### src/rtl/secded_fifo_pkg.sv
package secded_fifo_pkg;

  // Number of Hamming check bits needed for a data word of width dw
  function automatic int hamming_bits(input int dw);
    int p;
    p = 1;
    while ((1 << p) < dw + p + 1) p++;
    return p;
  endfunction

endpackage

### src/rtl/secded_rst_sync.sv
module secded_rst_sync (
  input  logic clk,
  input  logic rst_n,
  output logic rst_n_sync
);
  logic [1:0] stage_q;

  always_ff @(posedge clk or negedge rst_n) begin
    if (!rst_n) stage_q <= 2'b00;
    else        stage_q <= {stage_q[0], 1'b1};
  end

  assign rst_n_sync = stage_q[1];
endmodule

### src/rtl/secded_enc.sv
module secded_enc #(
  parameter int DATA_W = 32
) (
  input  logic [DATA_W-1:0]  data_i,
  output logic [DATA_W+secded_fifo_pkg::hamming_bits(DATA_W):0] code_o
);
  localparam int P = secded_fifo_pkg::hamming_bits(DATA_W);
  localparam int N = DATA_W + P;

  logic [N:1] cw;

  always_comb begin
    int k;
    logic par;
    cw = '0;
    k  = 0;
    // scatter data bits to non-power-of-two positions
    for (int pos = 1; pos <= N; pos++) begin
      if ((pos & (pos - 1)) != 0) begin
        cw[pos] = data_i[k];
        k++;
      end
    end
    // each check bit covers the positions whose index has its bit set
    for (int i = 0; i < P; i++) begin
      par = 1'b0;
      for (int pos = 1; pos <= N; pos++) begin
        if (((pos >> i) & 1) == 1) par = par ^ cw[pos];
      end
      cw[1 << i] = par;
    end
    code_o = {^cw, cw};
  end
endmodule

### src/rtl/secded_dec.sv
module secded_dec #(
  parameter int DATA_W = 32
) (
  input  logic [DATA_W+secded_fifo_pkg::hamming_bits(DATA_W):0] code_i,
  output logic [DATA_W-1:0] data_o,
  output logic              single_o,
  output logic              double_o
);
  localparam int P = secded_fifo_pkg::hamming_bits(DATA_W);
  localparam int N = DATA_W + P;

  logic [N:1]   cw;
  logic [N:1]   fixed;
  logic [P-1:0] syn;
  logic         par_odd;

  always_comb begin
    int k;
    cw      = code_i[N-1:0];
    par_odd = ^code_i;
    for (int i = 0; i < P; i++) begin
      syn[i] = 1'b0;
      for (int pos = 1; pos <= N; pos++) begin
        if (((pos >> i) & 1) == 1) syn[i] = syn[i] ^ cw[pos];
      end
    end

    fixed    = cw;
    single_o = 1'b0;
    double_o = 1'b0;
    if (syn != '0) begin
      if (par_odd && (int'(syn) <= N)) begin
        single_o = 1'b1;
        for (int pos = 1; pos <= N; pos++) begin
          if (int'(syn) == pos) fixed[pos] = ~fixed[pos];
        end
      end else begin
        double_o = 1'b1;
      end
    end else if (par_odd) begin
      single_o = 1'b1;  // only the overall parity bit was hit
    end

    data_o = '0;
    k      = 0;
    for (int pos = 1; pos <= N; pos++) begin
      if ((pos & (pos - 1)) != 0) begin
        data_o[k] = fixed[pos];
        k++;
      end
    end
  end
endmodule

### src/rtl/secded_fifo_ctrl.sv
module secded_fifo_ctrl #(
  parameter int DEPTH = 16
) (
  input  logic                     clk,
  input  logic                     rst_n,
  input  logic                     wr_en,
  input  logic                     rd_en,
  output logic                     wr_fire,
  output logic                     rd_fire,
  output logic [$clog2(DEPTH)-1:0] wr_ptr,
  output logic [$clog2(DEPTH)-1:0] rd_ptr,
  output logic                     full,
  output logic                     empty
);
  localparam int PTR_W = $clog2(DEPTH);
  localparam int CNT_W = $clog2(DEPTH + 1);
  localparam logic [PTR_W-1:0] LAST  = PTR_W'(DEPTH - 1);
  localparam logic [CNT_W-1:0] CAP   = CNT_W'(DEPTH);

  logic [PTR_W-1:0] wr_ptr_q, wr_ptr_d, rd_ptr_q, rd_ptr_d;
  logic [CNT_W-1:0] cnt_q, cnt_d;

  assign full    = (cnt_q == CAP);
  assign empty   = (cnt_q == '0);
  assign wr_fire = wr_en && !full;
  assign rd_fire = rd_en && !empty;
  assign wr_ptr  = wr_ptr_q;
  assign rd_ptr  = rd_ptr_q;

  always_comb begin
    wr_ptr_d = wr_ptr_q;
    rd_ptr_d = rd_ptr_q;
    cnt_d    = cnt_q;
    if (wr_fire) wr_ptr_d = (wr_ptr_q == LAST) ? '0 : wr_ptr_q + 1'b1;
    if (rd_fire) rd_ptr_d = (rd_ptr_q == LAST) ? '0 : rd_ptr_q + 1'b1;
    if (wr_fire && !rd_fire)      cnt_d = cnt_q + 1'b1;
    else if (rd_fire && !wr_fire) cnt_d = cnt_q - 1'b1;
  end

  always_ff @(posedge clk or negedge rst_n) begin
    if (!rst_n) begin
      wr_ptr_q <= '0;
      rd_ptr_q <= '0;
      cnt_q    <= '0;
    end else if (wr_fire || rd_fire) begin
      wr_ptr_q <= wr_ptr_d;
      rd_ptr_q <= rd_ptr_d;
      cnt_q    <= cnt_d;
    end
  end

  assert_never_full_and_empty_R4: assert property (@(posedge clk) disable iff (!rst_n)
    !(full && empty));

  assert_write_clears_empty_R7: assert property (@(posedge clk) disable iff (!rst_n)
    wr_en |=> !empty);

  assert_full_write_ignored_R9: assert property (@(posedge clk) disable iff (!rst_n)
    (wr_en && full && !rd_en) |=> full && $stable(wr_ptr_q));

  assert_empty_read_ignored_R10: assert property (@(posedge clk) disable iff (!rst_n)
    (rd_en && empty) |=> $stable(rd_ptr_q));

  assert_same_cycle_rw_keeps_level_R11: assert property (@(posedge clk) disable iff (!rst_n)
    (wr_en && rd_en && !full && !empty) |=> !full && !empty);
endmodule

### src/rtl/secded_fifo.sv
module secded_fifo #(
  parameter int DATA_W = 32,
  parameter int DEPTH  = 16
) (
  input  logic                clk,
  input  logic                rst_n,
  input  logic                wr_en,
  input  logic [DATA_W-1:0]   wr_data,
  input  logic                rd_en,
  input  logic [DATA_W+secded_fifo_pkg::hamming_bits(DATA_W):0] fault_mask,
  output logic [DATA_W-1:0]   rd_data,
  output logic                rd_error,
  output logic                rd_corrected,
  output logic                full,
  output logic                empty
);
  localparam int P       = secded_fifo_pkg::hamming_bits(DATA_W);
  localparam int STORE_W = DATA_W + P + 1;
  localparam int PTR_W   = $clog2(DEPTH);

  logic               rst_n_s;
  logic               wr_fire, rd_fire;
  logic [PTR_W-1:0]   wr_ptr, rd_ptr;
  logic [STORE_W-1:0] enc_code, raw_word, dec_in;
  logic [DATA_W-1:0]  dec_data;
  logic               dec_single, dec_double;
  logic [STORE_W-1:0] mem [DEPTH];

  logic [DATA_W-1:0]  rd_data_q, rd_data_d;
  logic               err_q, err_d, cor_q, cor_d;

  secded_rst_sync u_rst (
    .clk        (clk),
    .rst_n      (rst_n),
    .rst_n_sync (rst_n_s)
  );

  secded_fifo_ctrl #(.DEPTH(DEPTH)) u_ctrl (
    .clk     (clk),
    .rst_n   (rst_n_s),
    .wr_en   (wr_en),
    .rd_en   (rd_en),
    .wr_fire (wr_fire),
    .rd_fire (rd_fire),
    .wr_ptr  (wr_ptr),
    .rd_ptr  (rd_ptr),
    .full    (full),
    .empty   (empty)
  );

  secded_enc #(.DATA_W(DATA_W)) u_enc (
    .data_i (wr_data),
    .code_o (enc_code)
  );

  always_ff @(posedge clk) begin
    if (wr_fire) mem[wr_ptr] <= enc_code;
  end

  assign raw_word = mem[rd_ptr];
  assign dec_in   = raw_word ^ fault_mask;

  secded_dec #(.DATA_W(DATA_W)) u_dec (
    .code_i   (dec_in),
    .data_o   (dec_data),
    .single_o (dec_single),
    .double_o (dec_double)
  );

  always_comb begin
    rd_data_d = rd_data_q;
    err_d     = err_q;
    cor_d     = cor_q;
    if (rd_fire) begin
      rd_data_d = dec_data;
      err_d     = dec_double;
      cor_d     = dec_single;
    end
  end

  always_ff @(posedge clk or negedge rst_n_s) begin
    if (!rst_n_s) begin
      rd_data_q <= '0;
      err_q     <= 1'b0;
      cor_q     <= 1'b0;
    end else if (rd_fire) begin
      rd_data_q <= rd_data_d;
      err_q     <= err_d;
      cor_q     <= cor_d;
    end
  end

  assign rd_data      = rd_data_q;
  assign rd_error     = err_q;
  assign rd_corrected = cor_q;

  assert_clean_read_no_flags_R1: assert property (@(posedge clk) disable iff (!rst_n_s)
    (rd_fire && fault_mask == '0) |=> !rd_error && !rd_corrected);

  assert_single_flip_corrected_R2: assert property (@(posedge clk) disable iff (!rst_n_s)
    (rd_fire && $countones(fault_mask) == 1) |=> rd_corrected && !rd_error);

  assert_double_flip_flagged_R3: assert property (@(posedge clk) disable iff (!rst_n_s)
    (rd_fire && $countones(fault_mask) == 2) |=> rd_error && !rd_corrected);

  assert_empty_read_holds_output_R10: assert property (@(posedge clk) disable iff (!rst_n_s)
    (rd_en && empty) |=> $stable(rd_data) && $stable(rd_error) && $stable(rd_corrected));
endmodule

### config.mk
export PLATFORM = sky130hd
export DESIGN_NAME = secded_fifo
export DESIGN_NICKNAME = d
export VERILOG_FILES = /design/src/rtl/secded_fifo_pkg.sv /design/src/rtl/secded_rst_sync.sv /design/src/rtl/secded_enc.sv /design/src/rtl/secded_dec.sv /design/src/rtl/secded_fifo_ctrl.sv /design/src/rtl/secded_fifo.sv
export SDC_FILE = /design/constraint.sdc
export NUM_CORES = 1
export LEC_CHECK = 0
export ABC_CLOCK_PERIOD_IN_PS = 1900
export BUFFER_PORTS_ARGS = -buffer_cell sky130_fd_sc_hd__buf_4
export CORE_ASPECT_RATIO = 0.5
export CORE_UTILIZATION = 40
export CTS_CLUSTER_DIAMETER = 200
export DETAILED_ROUTE_END_ITERATION = 16
export PLACE_DENSITY = 0.53
export SKIP_LAST_GASP = 1
export SYNTH_ARGS = -nofsm -noshare
export SYNTH_HDL_FRONTEND = slang
export SYNTH_SLANG_ARGS = --single-unit
### constraint.sdc
create_clock -name clk -period 1.9 [get_ports clk]
set_input_delay 0.285 -clock clk [delete_from_list [all_inputs] [get_ports clk]]
set_output_delay 0.285 -clock clk [all_outputs]
set_load 0.005 [all_outputs]
Yosys cells after proc, flatten, opt, wreduce, memory -nomap -nowiden:

Memories as Yosys holds them, arrays and structs flattened.
Index checks and enable logic that the tools add are counted.

* memories kept: 1
* output and inout port bits: 36
* input port bits: 75
* word-level logic and storage cells: 336
* flip-flop bits (word level): 49
* RAM bits: 624

* bitwise operators: 213
* order comparisons: 1
* add/sub/neg operators: 4
* muxes and demuxes: 51
* reduce and logical (&&, ||, !) cells: 18
* eq/ne operators: 41

Memory list
* mem: words 16, bits a word 39, rd ports 1, clocked after Yosys merged registers in 0, write ports 1, line secded_fifo.sv:27 `logic [STORE_W-1:0] mem [DEPTH];`

Operators by type and width (count)
* 1-bit bitwise XOR: 174
* 6-bit == test, second input constant: 23
* 38-bit 2-to-1 mux: 2
* 6-bit by 5-bit == test with 1-bit output, second input constant: 8
* 1-bit 2-to-1 mux: 45
* 39-bit parity: 1
* 39-bit bitwise XOR: 1
* 1-bit NOT: 38
* 38-bit parity: 1
* 6-bit by 4-bit == test with 1-bit output, second input constant: 4
* 6-bit by 3-bit == test with 1-bit output, second input constant: 2
* 5-bit 2-to-1 mux: 2
* 4-bit by 1-bit adder with 4-bit output, second input constant: 2
* 4-bit == test, second input constant: 2
* 4-bit 2-to-1 mux: 2
* 6-bit by 2-bit == test with 1-bit output, second input constant: 1
* 6-bit less-or-equal comparator, second input constant: 1
* 2-bit AND reduction: 3
* 6-bit nonzero test: 1
* 5-bit by 1-bit adder with 5-bit output, second input constant: 1
* 5-bit == test, second input constant: 1
* 1-bit logical AND: 5
* 5-bit logical NOT: 1
* 5-bit by 1-bit subtractor with 5-bit output, second input constant: 1
* 3 further kinds: 6

Logic depth before layout (Yosys ltp):

An unclocked memory read counts as a cell.

* depth after elaboration: 24
* mapped depth: 21
* gate-level depth less buffers: 12

Hierarchy:

Synthesis repeated with hierarchy kept, for this count alone.

* cell total of the unflattened synthesis: 1381
* area total of the unflattened synthesis: 28456.0 um2

Modules (own cells, without submodules)
* secded_fifo: cells an instance 1046, sequential area each 19588.8 um2, area an instance 25202.9 um2, times used 1
* secded_dec: cells an instance 166, sequential area each 0.0 um2, area an instance 1505.2 um2, times used 1
* secded_enc: cells an instance 90, sequential area each 0.0 um2, area an instance 877.1 um2, times used 1
* secded_fifo_ctrl: cells an instance 76, sequential area each 325.3 um2, area an instance 817.0 um2, times used 1
* secded_rst_sync: cells an instance 3, sequential area each 50.0 um2, area an instance 53.8 um2, times used 1

Worst setup path after synthesis:

No wires, ideal clock.

* kind: flip-flop to flip-flop
* start: reg u_ctrl.rd_ptr_q[0], in the netlist u_ctrl.rd_ptr[0]
* end: reg rd_data_q[3], in the netlist rd_data[3]
* setup time: 0.136 ns
* period minus slack after synthesis: 4.439 ns
* stages on the path, launching flop included: 16
* path buffers: 3
* path slack: -2.539 ns
* data required time: 1.764 ns
* arrival: 4.302 ns
* cell sequence: dfrtp_1 > buf_6 > buf_6 > mux4_2 > mux2i_1 > xor2_1 > a222oi_1 > xor2_1 > xnor3_1 > xor2_1 > xnor3_1 > buf_6 > or3_4 > nor4_1 > xor2_1 > o21ai_0

* word-level cells in the longest chain between the ends: 24
* elaborated cells between the ends (all ways): 101
* those cells by class: order compare: 1; eq/ne: 1; mux: 3; bitwise: 92; reduce/logical: 3; memory: 1

Ends and longest elaborated chain
* start: declaration: line secded_fifo_ctrl.sv:20 `logic [PTR_W-1:0] wr_ptr_q, wr_ptr_d, rd_ptr_q, rd_ptr_d;`
* start signal: assignment: line secded_fifo_ctrl.sv:47 `rd_ptr_q <= rd_ptr_d;`
* memory 16 x 39 bit *
* 39-bit bitwise XOR *: line secded_fifo.sv:61 `assign dec_in = raw_word ^ fault_mask;`
* 1-bit bitwise XOR (18 in series): line secded_dec.sv:24 `if (((pos >> i) & 1) == 1) syn[i] = syn[i] ^ cw[pos];`
* 6-bit less-or-equal comparator or 6-bit by 4-bit == test with 1-bit output (tied branches): line secded_dec.sv:32, secded_dec.sv:35
* 1-bit logical AND or 1-bit 2-to-1 mux (tied branches): line secded_dec.sv:32, secded_dec.sv:35
* 38-bit 2-to-1 mux: line secded_dec.sv:32 `if (par_odd && (int'(syn) <= N)) begin`
* 38-bit 2-to-1 mux *: line secded_dec.sv:31 `if (syn != '0) begin`
* end signal: assignment: line secded_fifo.sv:87 `rd_data_q <= rd_data_d;`
* end: declaration: line secded_fifo.sv:29 `logic [DATA_W-1:0] rd_data_q, rd_data_d;`

Every way passes the cells marked *; elsewhere a longest branch is shown, timed or not.
A chain may end at the register's enable or synchronous reset.

Worst setup path after layout:

Same ends and word-level chain as after synthesis.

==> flow_summary.toml <==
[logic_synthesis]
synth_compound_area_share_pct = 2.09
synth_top_family_by_area = "multiplexers"
synth-edff-count = 624
synthAdderAreaFrac_pct = 0.503
ys_warn_count = 0
ys_ff_latch = 673
ys.flop_type = "edfxtp_1"
synthMuxAreaShare_pct = 15.3
synthCells = 1500
ys_top_cells_by_area = "edfxtp_1 65%, mux4_2 9.5%, dfrtp_1 4.3%, xnor2_1 3.8%, mux2i_1 3.8%"
postSynthAreaPerCell_um2 = 19.2
synth-seq-area-share_pct = 69.2
post-synth-top-area-fraction_pct = 65.0
synth.distinct_cells = 62
syn_area_um2 = 28800
synth_xor_area_share_pct = 7.20
synth-simple-area-share_pct = 3.44
yosysTopAreaCell = "edfxtp_1"
synth_fp_nets = 1586
synth_async_sr_flop_share_pct = 7.28

[layout]
fill_cells = 5447
final_area_um2 = 39400
utilization_pct = 55.4
fin_cells = 3062
area_growth_pct = 36.5
layout-drive-gt1-share_pct = 47.2
fin_nets = 2142

[worst_setup_path]
slowest_delay_ps = 520
worst-setup-path-type = "reg2reg"
start_kind = "register"
required_ps = 2400
setup.worst_path.end_class = "register"
path_cells = "buf_6 -> buf_12 -> buf_4 -> mux4_2 -> mux2i_2 -> xor2_1 -> a222oi_1 -> buf_4 -> xor2_4 -> xnor3_2 -> xor2_2 -> xnor3_2 -> buf_6 -> or3_4 -> nor4_4 -> xor2_1 -> o21ai_1"
critical_path_arrival_ps = 5240
slowest_stage = "dfrtp_4"
critPathMaxFanout = 13

[sta]
min_period_over_period_pct = 250
whs_ps = 40.2
maxSlewViolCount = 0
layout_min_cycle_time_ps = 4740
rsz0062_at_grt = "true"
max_freq_ghz = 0.211
relSlewSlack_pct = 11.5
tightest_slew_ps = 1320
clock_skew_ps = 32.9
worst_slack_ps = -2840
setup_violations = 668
hold_viol = 0

[clock_network]
clkLatencyLatePin_ps = 670
cts_max_level = 2
cts_tree = "done"
cts_buffers = 59
clkTransAtPathRegs_ps = 70
clock_path_buffers = 3
root_buffer = "clkbuf_16"
cts.sinks = 673

[status]
violations = "setup timing"
outcome = "complete, but fails checks"

[detailed_routing]
route.detailed.drc = 0
dr.first_iter.drc_count = 1676
ant_nets = 0
wirelength_mm = 90.2
vias_per_cell = 5.45
first_pass_iters = 5
wl_per_cell_um = 29.5
vias = 16700

[die]
pin_count = 111
die_area_um2 = 73300
die_height_um = 192
rows = 69
core_um2 = 71100
die_x_um = 382
start_util_pct = 40.6

[job]
max_cap_violations = 0

[global_routing]
grt_usage_pct = 24.2
grt_max_degree = 69
grt_remaining_overflow = 0
grt_pass1_vias = 16900
grt_pass1_wl_mm = 123
antenna_found_initial = 2

[placed_design]
portBuffers = 110
placed_area_um2 = 33800
gp_congestion = 0.843
dpl.hpwl_mm = 55.2
place_inst = 2799

[worst_hold_path]
hp-class = "in2reg"
layout by cell type, fill, tap and decap left out, types with 31 or more instances in the layout:
cell	count
xor2_1	41
buf_4	377
buf_6	55
nand2_1	42
xnor2_2	41
mux2i_1	90
buf_12	73
dfrtp_1	45
xnor2_1	86
clkbuf_16	71
mux4_2	127
edfxtp_1	624
nor4_4	31
Yosys cell counts, types with 17 or more instances:
master / n
mux2i_1: 110
xnor2_1: 126
xor2_1: 54
mux4_1: 19
edfxtp_1: 624
mux4_2: 122
nor4_1: 36
nand2_1: 51
clkbuf_1: 18
o21ai_1: 18
dfrtp_1: 49
o21ai_0: 17
nor2_1: 26
a22oi_1: 23
stage by stage:
stage / worst slack [ps] / TNS, ps
final: -2840 / -294720
after global routing: -2910 / -358810
after CTS: -2710 / -388830
after detailed placement: -3110 / -296890
after global placement: -2990 / -281070
after floorplan: -2440 / -175380
sequential cells by signal, indices dropped and copies added, names as in the netlist:
register,count
u_ctrl.wr_ptr,4
rd_error,1
rd_corrected,1
u_rst.stage_q,2
u_ctrl.rd_ptr,4
u_ctrl.cnt_q,5
rd_data,32
mem,624
what timing repair did:
item / 4_1_cts / 5_1_grt
cloned: 24 / 11
endpoints found under the hold margin: 25 / 0
endpoints found under the setup margin: 702 / 673
buffers inserted: 98 / 35
pin swaps: 58 / 69
hold buffers: 5 / 0
gates resized for setup: 214 / 116
worst max-delay path: cells and delay by family, from the launching register on:
| kind | cells | cell delay [ps] |
|---|---|---|
| simple gates | 2 | 700 |
| mux | 2 | 600 |
| flops | 1 | 520 |
| compound gates | 2 | 380 |
| xor+xnor | 6 | 1500 |
| buf+inv | 5 | 850 |
cell families after synthesis:
kind of cell    after synthesis
compound gates               90
fa+ha+maj                    11
buf+inv                      81
flops                       673
xor+xnor                    205
other cells                   1
mux                         258
simple gates                181
path summary, 6_finish.rpt:
| path | startpoint | to | slack (ps) | cells past startpoint |
|---|---|---|---|---|
| setup / recovery | u_ctrl.rd_ptr[0] | rd_data[3] | -2840 | 17 |
| max in group asynchronous | u_rst.stage_q[1] | rd_data[22] | 1050 | 1 |
| hold / removal | wr_data[5] | mem[0][9] | 40 | 2 |
| hold reg to reg | u_rst.stage_q[1] | u_ctrl.rd_ptr[2] | 250 | 0 |
| setup reg to reg | u_ctrl.rd_ptr[0] | rd_data[3] | -2840 | 17 |
| min in group asynchronous | u_rst.stage_q[1] | u_ctrl.rd_ptr[2] | 250 | 0 |
layout make-up:
type                       instances  area (µm²)  area share [%]
sequential                       673       20000            50.7
multi-input combinational        746        9850            25.0
timing repair buffer             567        6290            16.0
clock buffer                      66        1520            3.87
tap                              958        1200            3.04
clock inverter                    42         512            1.30
inverter                           9        38.8          0.0985
antenna                            1        2.50         0.00635
layer usage:
layer | vias up | global-route usage, % | part of all wire, %
met5 | - | 0 | 0
met4 | 0 | 5.92 | 2.2
met3 | 118 | 6.25 | 9.3
met2 | 636 | 37.3 | 46
met1 | 8802 | 34.2 | 43
li1 | 7145 | - | -
Power is not shown: default switching activity piles up to over one toggle a cycle in this logic, so the estimate is an artifact.
